$ cat src/rtl/hz_pkg.sv
package hz_pkg;

  typedef enum logic [1:0] {
    FWD_NONE = 2'd0,
    FWD_MEM  = 2'd1,
    FWD_WB   = 2'd2
  } fwd_sel_e;

  // A producer hits a consumer source when it really writes a nonzero register
  // whose number equals the source number.
  function automatic logic dst_hits(input logic wen, input logic [4:0] dst,
                                    input logic [4:0] src);
    return wen && (dst != 5'd0) && (dst == src);
  endfunction

  // Nearer producer (stage 4) wins.
  function automatic fwd_sel_e pick_src(input logic hit_mem, input logic hit_wb);
    fwd_sel_e r;
    if (hit_mem)     r = FWD_MEM;
    else if (hit_wb) r = FWD_WB;
    else             r = FWD_NONE;
    return r;
  endfunction

  function automatic logic load_use(input logic memrd, input logic [4:0] tgt,
                                    input logic [4:0] use_a, input logic [4:0] use_b);
    return memrd && ((tgt == use_a) || (tgt == use_b));
  endfunction

endpackage

$ cat src/rtl/hz_fwd_sel.sv
module hz_fwd_sel #(
  parameter int AW = 5
) (
  input  logic          mem_wen,
  input  logic [AW-1:0] mem_dst,
  input  logic          wb_wen,
  input  logic [AW-1:0] wb_dst,
  input  logic [AW-1:0] src,
  output logic          hit_mem,
  output logic          hit_wb,
  output logic [1:0]    sel
);
  import hz_pkg::*;

  always_comb begin
    hit_mem = dst_hits(mem_wen, mem_dst, src);
    hit_wb  = dst_hits(wb_wen, wb_dst, src);
    sel     = pick_src(hit_mem, hit_wb);
  end

endmodule

$ cat src/rtl/hz_load_use.sv
module hz_load_use #(
  parameter int AW = 5
) (
  input  logic          memrd,
  input  logic [AW-1:0] tgt,
  input  logic [AW-1:0] use_rs,
  input  logic [AW-1:0] use_rt,
  output logic          raw_stall
);
  import hz_pkg::*;

  always_comb raw_stall = load_use(memrd, tgt, use_rs, use_rt);

endmodule

$ cat src/rtl/hz_flush_gen.sv
module hz_flush_gen #(
  parameter int NSTG = 3
) (
  input  logic            br_taken,
  input  logic            late_jump,
  output logic            flush_any,
  output logic [NSTG-1:0] flush
);

  assign flush_any = br_taken | late_jump;

  for (genvar g = 0; g < NSTG; g++) begin : g_stage
    assign flush[g] = flush_any;
  end

endmodule

$ cat src/rtl/hz_resolve_unit.sv
module hz_resolve_unit #(
  parameter int AW   = 5,
  parameter int NSTG = 3
) (
  input  logic            s4_wen,
  input  logic [AW-1:0]   s4_dst,
  input  logic            s5_wen,
  input  logic [AW-1:0]   s5_dst,
  input  logic [AW-1:0]   s3_rs,
  input  logic [AW-1:0]   s3_rt,
  input  logic            s3_memrd,
  input  logic [AW-1:0]   s2_rs,
  input  logic [AW-1:0]   s2_rt,
  input  logic            br_taken,
  input  logic            s4_jump,
  output logic [1:0]      fwd_a_sel,
  output logic [1:0]      fwd_b_sel,
  output logic            hold_fetch,
  output logic [NSTG-1:0] flush_o
);

  localparam int NOPS = 2;

  logic [AW-1:0] op_src  [NOPS];
  logic [1:0]    op_sel  [NOPS];
  logic          op_hit4 [NOPS];
  logic          op_hit5 [NOPS];
  logic          raw_stall;
  logic          flush_any;

  assign op_src[0] = s3_rs;
  assign op_src[1] = s3_rt;

  for (genvar g = 0; g < NOPS; g++) begin : g_op
    hz_fwd_sel #(.AW(AW)) u_sel (
      .mem_wen (s4_wen),
      .mem_dst (s4_dst),
      .wb_wen  (s5_wen),
      .wb_dst  (s5_dst),
      .src     (op_src[g]),
      .hit_mem (op_hit4[g]),
      .hit_wb  (op_hit5[g]),
      .sel     (op_sel[g])
    );
  end

  hz_load_use #(.AW(AW)) u_lu (
    .memrd     (s3_memrd),
    .tgt       (s3_rt),
    .use_rs    (s2_rs),
    .use_rt    (s2_rt),
    .raw_stall (raw_stall)
  );

  hz_flush_gen #(.NSTG(NSTG)) u_fl (
    .br_taken  (br_taken),
    .late_jump (s4_jump),
    .flush_any (flush_any),
    .flush     (flush_o)
  );

  assign fwd_a_sel  = op_sel[0];
  assign fwd_b_sel  = op_sel[1];
  // A squashed load must not keep the front end frozen.
  assign hold_fetch = raw_stall & ~flush_any;

endmodule

$ cat config.mk
export PLATFORM = sky130hd
export DESIGN_NAME = hz_resolve_unit
export DESIGN_NICKNAME = d
export VERILOG_FILES = /design/src/rtl/hz_pkg.sv /design/src/rtl/hz_fwd_sel.sv /design/src/rtl/hz_load_use.sv /design/src/rtl/hz_flush_gen.sv /design/src/rtl/hz_resolve_unit.sv
export SDC_FILE = /design/constraint.sdc
export NUM_CORES = 1
export LEC_CHECK = 0
export BUFFER_PORTS_ARGS = -buffer_cell sky130_fd_sc_hd__buf_2
export CAP_MARGIN = 20
export CELL_PAD_IN_SITES_DETAIL_PLACEMENT = 1
export CELL_PAD_IN_SITES_GLOBAL_PLACEMENT = 2
export CORE_ASPECT_RATIO = 1.2
export CORE_MARGIN = 4
export CORE_UTILIZATION = 16
export DETAILED_ROUTE_END_ITERATION = 8
export PLACE_DENSITY = 0.91
export SLEW_MARGIN = 20
export SYNTH_ARGS = -nofsm -noshare
export SYNTH_HDL_FRONTEND = slang
export SYNTH_SLANG_ARGS = --single-unit
$ cat constraint.sdc
create_clock -name vclk -period 1.65
set_input_delay 0.33 -clock vclk [all_inputs]
set_output_delay 0.33 -clock vclk [all_outputs]
set_load 0.005 [all_outputs]
==> flow_summary_export.csv, run 1 <==
group,metric,value,unit
sta,fin_ws,-153.6,ps
route,detailroute.via_count,595,
placed_design,buffer_ports.inserted,43,
sta,relSlewSlack,79.47,%
global_routing,grt_remaining_overflow,0,
worst_hold_path,hold-path-endpoint,"fwd_b_sel[1]",
critical_path,critical_path_depth,6,
critical_path,most_used_cell_cp,"sky130_fd_sc_hd__nor4_2",
synthesis,yosys_warning_total,0,
die,core-area,2552,um^2
synthesis,syn_inst,55,
critical_path,setup.worst_path.class,"in -> out",
synthesis,synth.lib_cells_used.distinct,13,
final_layout,final_nets,146,
route,remaining_antenna_violation_count_after_routing,0,
synthesis,ys_top_cells_by_count,"19 x sky130_fd_sc_hd__xnor2_1, 11 x sky130_fd_sc_hd__xor2_1, 5 x sky130_fd_sc_hd__buf_4",
placed_design,placed_cells,142,
critical_path,largest_fanout_of_any_net_on_the_critical_path,2,
power,p_leak,0.3872,nW
placed_design,dp_hpwl,1661,um
final_layout,drive_above_1_share,63.30,%
sta,max_freq,554.5,MHz
synthesis,yosys-top-cells-area,"sky130_fd_sc_hd__xnor2_1 39%, sky130_fd_sc_hd__xor2_1 22%, sky130_fd_sc_hd__buf_4 8.7%",
sta,fin_setup_tns,-562.7,ps
die,die_x,55.35,um
route,routed_wire_length_per_instance,13.30,um
sta,timing.final.crit_share,109.3,%
die,die_y,64.82,um
global_routing,antenna_violations_before_repair,0,
outcome,failed_checks,"negative setup slack",
placed_design,gpl.final_weighted_congestion,0.8150,
final_layout,layout.area.seq,0,um^2
final_layout,clockBufferCount,0,
sta,timing_worst_slew_pin_value,305.5,ps
synthesis,synth_top_cell_area_share,38.66,%
synthesis,synthDominantAreaCellType,"sky130_fd_sc_hd__xnor2_1",
die,die_area,3587,um^2
sta,final.min_clock_period,1804,ps
power,power-per-cell-area,240.2,nW/um^2
route,wl,1888,um
critical_path,worst-endpoint-required,1320,ps
final_layout,n_sequential_cell,0,
sta,final-max-slew-violation-count,0,
synthesis,postSynthAreaPerCell,7.826,um^2
critical_path,cp.buffers_inverters,2,
sta,report.final.hold_viol_count,0,
critical_path,arrival_time_of_data_at_the_critical_path_endpoint,1470,ps
run,max-cap-violations,0,
global_routing,grt_pass1_vias,672,
route,drc,0,
synthesis,cell_area_after_technology_mapping,430.4,um^2
worst_hold_path,min_path_cells,4,
sta,unrepaired_setup_endpoints_after_global_routing,"true",
critical_path,ordered_cell_list_for_the_critical_path,"buf_6 > or4_4 > o21ai_4 > nor4_2 > nor4_2 > buf_2",
synthesis,synthMostInstantiatedCell,"sky130_fd_sc_hd__xnor2_1",
global_routing,grt_use_total,10.34,%
die,placement_rows,20,
route,routed_via_density,4.190,
worst_hold_path,start_point_of_the_worst_hold_path,"s5_wen",
final_layout,syn_to_final_growth,98.84,%
outcome,run_status,"finished, violations left",
sta,final-setup-viol-count,4,
final_layout,antenna_cells,0,
final_layout,filler_cells_inserted,330,
worst_hold_path,min_path_type,"in -> out",
global_routing,grt_pass1_wl,3105,um
route,firstDrtPassIters,4,
synthesis,yosysSeqAreaShare,0,%
final_layout,final-instance-count-excl-fill,142,
die,ios,43,
critical_path,critical_path.max_stage_delay,530,ps
global_routing,grt_max_degree,5,
critical_path,timing.critical_path.to_type,"primary output",
die,start_util,16.86,%
critical_path,family_with_the_most_delay_on_the_worst_path,"simple AND/OR/NAND/NOR gates",
critical_path,cp_startpoint_kind,"input pin",
route,drt_iter0_markers,14,
critical_path,crit_path_top_delay_cell,"sky130_fd_sc_hd__or4_4",
power,ir_worst_vdd,0.09575,mV
synthesis,synth_fp_nets,90,
-- power breakdown --
| group | leakage (nW) | total (mW) | internal [mW] | switching (mW) |
|---|---|---|---|---|
| clock | 0 | 0 | 0 | 0 |
| combinational | 0.387 | 0.206 | 0.115 | 0.0905 |
| sequential | 0 | 0 | 0 | 0 |
| total | 0.387 | 0.206 | 0.115 | 0.0905 |
-- cells in the final DEF, fill, tap and decap left out --
cell type                  n
sky130_fd_sc_hd__nor4_2    5
sky130_fd_sc_hd__or4_4     1
sky130_fd_sc_hd__nand3_1   2
sky130_fd_sc_hd__xor2_1    9
sky130_fd_sc_hd__buf_2    37
sky130_fd_sc_hd__xnor2_1  19
sky130_fd_sc_hd__inv_1     1
sky130_fd_sc_hd__o21ai_4   1
sky130_fd_sc_hd__buf_4    17
sky130_fd_sc_hd__nand2_1   2
sky130_fd_sc_hd__or4_1     1
sky130_fd_sc_hd__xor2_2    2
sky130_fd_sc_hd__o41ai_2   1
sky130_fd_sc_hd__buf_6     5
sky130_fd_sc_hd__nand4_1   4
sky130_fd_sc_hd__nor2_1    2
-- area by class of cell --
class | count | area (um^2) | share of cell area [%]
Inverter | 1 | 3.754 | 0.4386
Multi-Input combinational cell | 49 | 441.7 | 51.61
Tap cell | 33 | 41.29 | 4.825
Timing Repair Buffer | 59 | 369.1 | 43.13
-- logic make-up after synthesis --
family / synth area share [%]
xor gates and xnor gates: 61.05
buffers and inverters: 9.593
AOI/OAI and AO/OA: 4.071
and+or+nand+nor: 25.29
-- what timing repair did --
action,4_1_cts,5_1_grt
endpoints found under the setup margin,5,5
hold buffers,0,0
pin swaps,2,4
setup buffers,0,0
gates resized for setup,7,11
-- metal layers --
metal / track usage (%) / share of wire, % / vias to the layer above
met1: 11.33 / 36 / 272
met4: 0 / 0 / 0
met2: 20.71 / 55 / 30
li1: - / - / 293
met5: 0 / 0 / -
met3: 2.789 / 8.1 / 0
-- worst max-delay path by stage --
stage | from | end | slack [ps]
finish | s4_dst[1] | fwd_a_sel[1] | -150
global route | s4_dst[2] | fwd_a_sel[1] | -250
CTS | s4_dst[1] | fwd_a_sel[1] | -170
detailed placement | s4_dst[1] | fwd_b_sel[1] | -190
global placement | s4_dst[1] | fwd_b_sel[1] | -200
floorplan | s4_dst[1] | fwd_a_sel[1] | 90
-- per-stage QoR --
step,hold WS [ps],setup slack [ps],power [mW],util (%),instance area (um^2)
final,1016,-153.6,0.2056,33.53,855.8
after global routing,1045,-254.3,0.2267,33.53,855.8
after CTS,1012,-166.9,0.1971,31.67,808.3
after detailed placement,992.1,-186.6,0.1857,30.15,769.5
after global placement,996.9,-200.8,0.1798,30.15,769.5
after floorplan,768.1,93.52,0.07896,-,430.4
No activity file was read; power rests on OpenSTA's default activity.
==> inputs of run 2 (changes only) <==
--- a/config.mk
+++ b/config.mk
@@ -6,10 +6,8 @@
 export NUM_CORES = 1
 export LEC_CHECK = 0
 export BUFFER_PORTS_ARGS = -buffer_cell sky130_fd_sc_hd__buf_2
-export CAP_MARGIN = 20
 export CELL_PAD_IN_SITES_DETAIL_PLACEMENT = 1
 export CELL_PAD_IN_SITES_GLOBAL_PLACEMENT = 2
-export CORE_ASPECT_RATIO = 1.2
 export CORE_MARGIN = 4
 export CORE_UTILIZATION = 16
 export DETAILED_ROUTE_END_ITERATION = 8
==> flow_summary_export.csv, run 2 (synthesis gave the netlist of run 1 again) <==
group,metric,value,unit
outcome,run_status,"finished, violations left",
outcome,failed_checks,"negative setup slack",
sta,relSlewSlack,78.93,%
worst_hold_path,min_path_type,"in -> out",
route,firstDrtPassIters,2,
global_routing,grt_use_total,10.42,%
power,share_clk_of_total_power,0,%
placed_design,dp_hpwl,1818,um
route,detailroute.via_count,615,
global_routing,grt_pass1_vias,678,
run,max-cap-violations,0,
die,core-area,2522,um^2
final_layout,antenna_cells,0,
clock_tree,number_of_hold_repair_buffers_added_at_the_cts_stage,0,
sta,final.min_clock_period,1844,ps
die,ios,43,
route,remaining_antenna_violation_count_after_routing,0,
power,p_comb_share,100.0,%
power,ir_worst_vdd,0.08925,mV
route,wl,1957,um
critical_path,cp_startpoint_kind,"input pin",
route,drt_iter0_markers,5,
final_layout,final_nets,146,
final_layout,layout_commonest_cell,"sky130_fd_sc_hd__buf_2",
die,die_area,3584,um^2
sta,timing.final.crit_share,111.8,%
power,cellInternalPower,0.1129,mW
placed_design,buffer_ports.inserted,43,
final_layout,clockBufferCount,0,
critical_path,timing.critical_path.to_type,"primary output",
sta,fin_ws,-194.2,ps
sta,timing_worst_slew_pin_value,313.5,ps
power,sequentialPowerShare,0,%
final_layout,filler_cells_inserted,322,
route,routed_wire_length_per_instance,14.08,um
critical_path,arrival_time_of_data_at_the_critical_path_endpoint,1510,ps
sta,unrepaired_setup_endpoints_after_global_routing,"true",
die,placement_rows,18,
route,drc,0,
global_routing,grt_remaining_overflow,0,
global_routing,grt_pass1_wl,2925,um
sta,final-max-slew-violation-count,0,
critical_path,cp-startpoint,"s4_dst[1]",
critical_path,largest_fanout_of_any_net_on_the_critical_path,2,
die,die_x,59.87,um
final_layout,layout.area.seq,0,um^2
critical_path,setup.worst_path.class,"in -> out",
power,p_sw,0.09518,mW
route,routed_via_density,4.424,
worst_hold_path,start_point_of_the_worst_hold_path,"s5_wen",
critical_path,worst-endpoint-required,1320,ps
die,die_y,59.87,um
sta,max_freq,542.2,MHz
placed_design,gpl.final_weighted_congestion,0.7562,
final_layout,n_sequential_cell,0,
final_layout,final_cell_mix,"40 x sky130_fd_sc_hd__buf_2, 19 x sky130_fd_sc_hd__xnor2_1, 15 x sky130_fd_sc_hd__buf_4, 10 x sky130_fd_sc_hd__xor2_1",
sta,report.final.hold_viol_count,0,
sta,final-setup-viol-count,5,
final_layout,fin_area,845.8,um^2
worst_hold_path,hold-path-endpoint,"fwd_b_sel[1]",
global_routing,grt_max_degree,5,
die,start_util,17.06,%
power,power-per-cell-area,246.0,nW/um^2
final_layout,syn_to_final_growth,96.51,%
clock_tree,postCtsSetupRepairBufs,0,
final_layout,utilization,33.53,%
worst_hold_path,min_path_cells,4,
power,p_leak,0.3857,nW
placed_design,placement.cell_area,765.7,um^2
power,switching_share,45.75,%
final_layout,drive_above_1_share,62.39,%
global_routing,antenna_violations_before_repair,0,
run 2: worst max path at each step:
| stage | endpoint | depth (start not counted) |
|---|---|---|
| floorplan | fwd_a_sel[1] | 4 |
| global placement | fwd_a_sel[1] | 6 |
| detailed placement | fwd_b_sel[1] | 6 |
| CTS | fwd_b_sel[1] | 6 |
| global route | fwd_a_sel[1] | 6 |
| finish | fwd_a_sel[1] | 6 |
run 2: power by group through the flow:
stage	logic (mW)	registers, mW	clock network, mW
floorplan	0.0790	0	0
global placement	0.178	0	0
detailed placement	0.188	0	0
CTS	0.194	0	0
global route	0.225	0	0
finish	0.208	0	0
run 2: per-layer routing:
metal  routed length, um  track usage, %  part of all wire (%)  vias to the layer above
met5                   0               0                     0                        -
li1                    -               -                     -                      295
met2                1071           21.60                    55                       30
met4                   0          0.6329                     0                        0
met3                 180           1.296                   9.2                        0
met1                 705           11.35                    36                      290
run 2: final cells by class:
class              instances  area [um^2]  area share, %
multi-input cells         49        442.9          52.37
well taps                 30        37.54          4.438
repair buffers            59        361.6          42.75
inverters                  1        3.754         0.4438
run 2: metrics by stage:
stage / TNS (ps) / total power, mW / cells / setup WS [ps] / hold WS (ps)
4_1_cts: -748.9 / 0.1939 / 139 / -203.7 / 1025
3_5_place_dp: -771.1 / 0.1881 / 139 / -199.8 / 1021
2_1_floorplan: 0 / 0.07896 / 55 / 93.52 / 768.1
3_3_place_gp: -693.5 / 0.1780 / 139 / -190.1 / 990.0
5_1_grt: -904.6 / 0.2246 / 139 / -241.3 / 1058
6_report: -699.7 / 0.2081 / 139 / -194.2 / 1025
run 2: what timing repair did:
action | in CTS | in global routing
pin swaps | 0 | 4
gates resized for setup | 5 | 10
endpoints found under the setup margin | 5 | 5
hold endpoints to repair | 0 | 0
run 2: critical path, stage by stage:
cell and delay, ps:
sky130_fd_sc_hd__buf_6 90, sky130_fd_sc_hd__or4_4 530, sky130_fd_sc_hd__o21ai_4 190, sky130_fd_sc_hd__nor4_2 90, sky130_fd_sc_hd__nor4_2 130, sky130_fd_sc_hd__buf_2 150
==> inputs of run 3 (changes only) <==
--- a/config.mk
+++ b/config.mk
@@ -5,13 +5,13 @@
 export SDC_FILE = /design/constraint.sdc
 export NUM_CORES = 1
 export LEC_CHECK = 0
-export BUFFER_PORTS_ARGS = -buffer_cell sky130_fd_sc_hd__buf_2
 export CELL_PAD_IN_SITES_DETAIL_PLACEMENT = 1
 export CELL_PAD_IN_SITES_GLOBAL_PLACEMENT = 2
 export CORE_MARGIN = 4
-export CORE_UTILIZATION = 16
+export CORE_UTILIZATION = 29
 export DETAILED_ROUTE_END_ITERATION = 8
-export PLACE_DENSITY = 0.91
+export DONT_BUFFER_PORTS = 1
+export PLACE_DENSITY = 0.92
 export SLEW_MARGIN = 20
 export SYNTH_ARGS = -nofsm -noshare
 export SYNTH_HDL_FRONTEND = slang
==> flow_summary_export.csv, run 3 (synthesis gave the netlist of run 1 again) <==
group,metric,value,unit
final_layout,drive_above_1_share,15.38,%
route,drc,0,
critical_path,setup.worst_path.class,"in -> out",
final_layout,final-instance-count-excl-fill,67,
critical_path,cp-startpoint,"s4_dst[1]",
route,detailroute.via_count,357,
route,drt_iter0_markers,1,
final_layout,final_cell_mix,"19 x sky130_fd_sc_hd__xnor2_1, 11 x sky130_fd_sc_hd__xor2_1, 4 x sky130_fd_sc_hd__nor4_2, 4 x sky130_fd_sc_hd__nand4_1",
die,ios,43,
global_routing,grt_max_degree,5,
sta,final.min_clock_period,1641,ps
critical_path,critical_path.max_stage_delay,530,ps
critical_path,most_used_cell_cp,"sky130_fd_sc_hd__nor4_2",
sta,unrepaired_setup_endpoints_after_global_routing,"true",
critical_path,worst-endpoint-required,1320,ps
final_layout,n_sequential_cell,0,
placed_design,placement.cell_area,426.7,um^2
route,firstDrtPassIters,4,
global_routing,grt_pass1_vias,415,
final_layout,syn_to_final_growth,4.651,%
placed_design,gpl.final_weighted_congestion,0.7749,
worst_hold_path,min_path_type,"in -> out",
die,die_area,2165,um^2
run,max-cap-violations,0,
final_layout,final_nets,89,
critical_path,cp_startpoint_kind,"input pin",
global_routing,grt_pass1_wl,1863,um
clock_tree,number_of_hold_repair_buffers_added_at_the_cts_stage,0,
final_layout,fin_area,450.4,um^2
route,routed_via_density,5.328,
route,wl,1263,um
route,remaining_antenna_violation_count_after_routing,0,
power,ir_worst_vdd,0.05097,mV
sta,timing.final.crit_share,99.46,%
power,p_leak,0.1244,nW
outcome,run_status,"completed",
placed_design,buffer_ports.inserted,0,
sta,timing_worst_slew_pin_value,390.4,ps
final_layout,filler_cells_inserted,173,
final_layout,clockBufferCount,0,
global_routing,grt_use_total,11.33,%
sta,relSlewSlack,73.63,%
placed_design,placed_cells,67,
critical_path,crit_path_top_delay_cell,"sky130_fd_sc_hd__or4_4",
critical_path,arrival_time_of_data_at_the_critical_path_endpoint,1310,ps
final_layout,layout_commonest_cell,"sky130_fd_sc_hd__xnor2_1",
sta,whs,780.3,ps
final_layout,antenna_cells,0,
final_layout,layout.area.seq,0,um^2
sta,final-max-slew-violation-count,0,
die,die_x,46.53,um
global_routing,antenna_violations_before_repair,0,
critical_path,timing.critical_path.to_type,"primary output",
die,die_y,46.53,um
die,start_util,31.88,%
sta,report.final.hold_viol_count,0,
placed_design,dp_hpwl,1167,um
critical_path,endpoint,"fwd_b_sel[1]",
global_routing,grt_remaining_overflow,0,
power,power-per-cell-area,191.6,nW/um^2
die,core-area,1350,um^2
route,routed_wire_length_per_instance,18.85,um
die,placement_rows,13,
sta,fin_setup_tns,0,ps
critical_path,ordered_cell_list_for_the_critical_path,"or4_4 > o21ai_4 > nor4_2 > nor4_2",
critical_path,largest_fanout_of_any_net_on_the_critical_path,3,
sta,final-setup-viol-count,0,
sta,max_freq,609.4,MHz
==> run 3: layer usage <==
layer	wire length, um	global-route usage, %
met1	380	10.45
met2	771	23.63
met3	111	4.297
met4	0	0.5682
met5	0	0
==> run 3: critical path, delay by kind of cell <==
family             cells  cell delay [ps]
AOI/OAI and AO/OA      1              160
and+or+nand+nor        3              820
==> run 3: repair_timing <==
action	4_1_cts	5_1_grt
pin swaps	0	0
endpoints found under the setup margin	1	2
buffers inserted	0	0
resized for setup	0	4
==> run 3: worst min path at each step <==
| stage | start | to | depth (start not counted) | slack, ps |
|---|---|---|---|---|
| after global placement | s5_wen | fwd_a_sel[1] | 2 | 780 |
| after CTS | s5_wen | fwd_a_sel[1] | 2 | 780 |
| after detailed placement | s5_wen | fwd_a_sel[1] | 2 | 780 |
| after global routing | s5_wen | fwd_a_sel[1] | 2 | 790 |
| final | s5_wen | fwd_b_sel[1] | 2 | 780 |
| after floorplan | s5_wen | fwd_a_sel[1] | 2 | 770 |
==> run 3: where the power goes <==
part / internal, mW / leakage [nW] / switching [mW]
Sequential: 0 / 0 / 0
Clock: 0 / 0 / 0
Combinational: 0.0530 / 0.124 / 0.0333
==> run 3: cell type report <==
class | instances | area, um^2 | share of cell area, %
inverters | 1 | 3.754 | 0.8333
multi-input cells | 49 | 412.9 | 91.67
well taps | 15 | 18.77 | 4.167
repair buffers | 2 | 15.01 | 3.333
==> run 3: metrics by stage <==
step	util (%)	total power [mW]	setup WS, ps
global placement	31.60	0.07901	11.64
global route	33.36	0.09656	-67.72
CTS	31.60	0.08204	-1.528
floorplan	-	0.07896	93.52
finish	33.36	0.08629	8.969
detailed placement	31.60	0.08160	-5.301
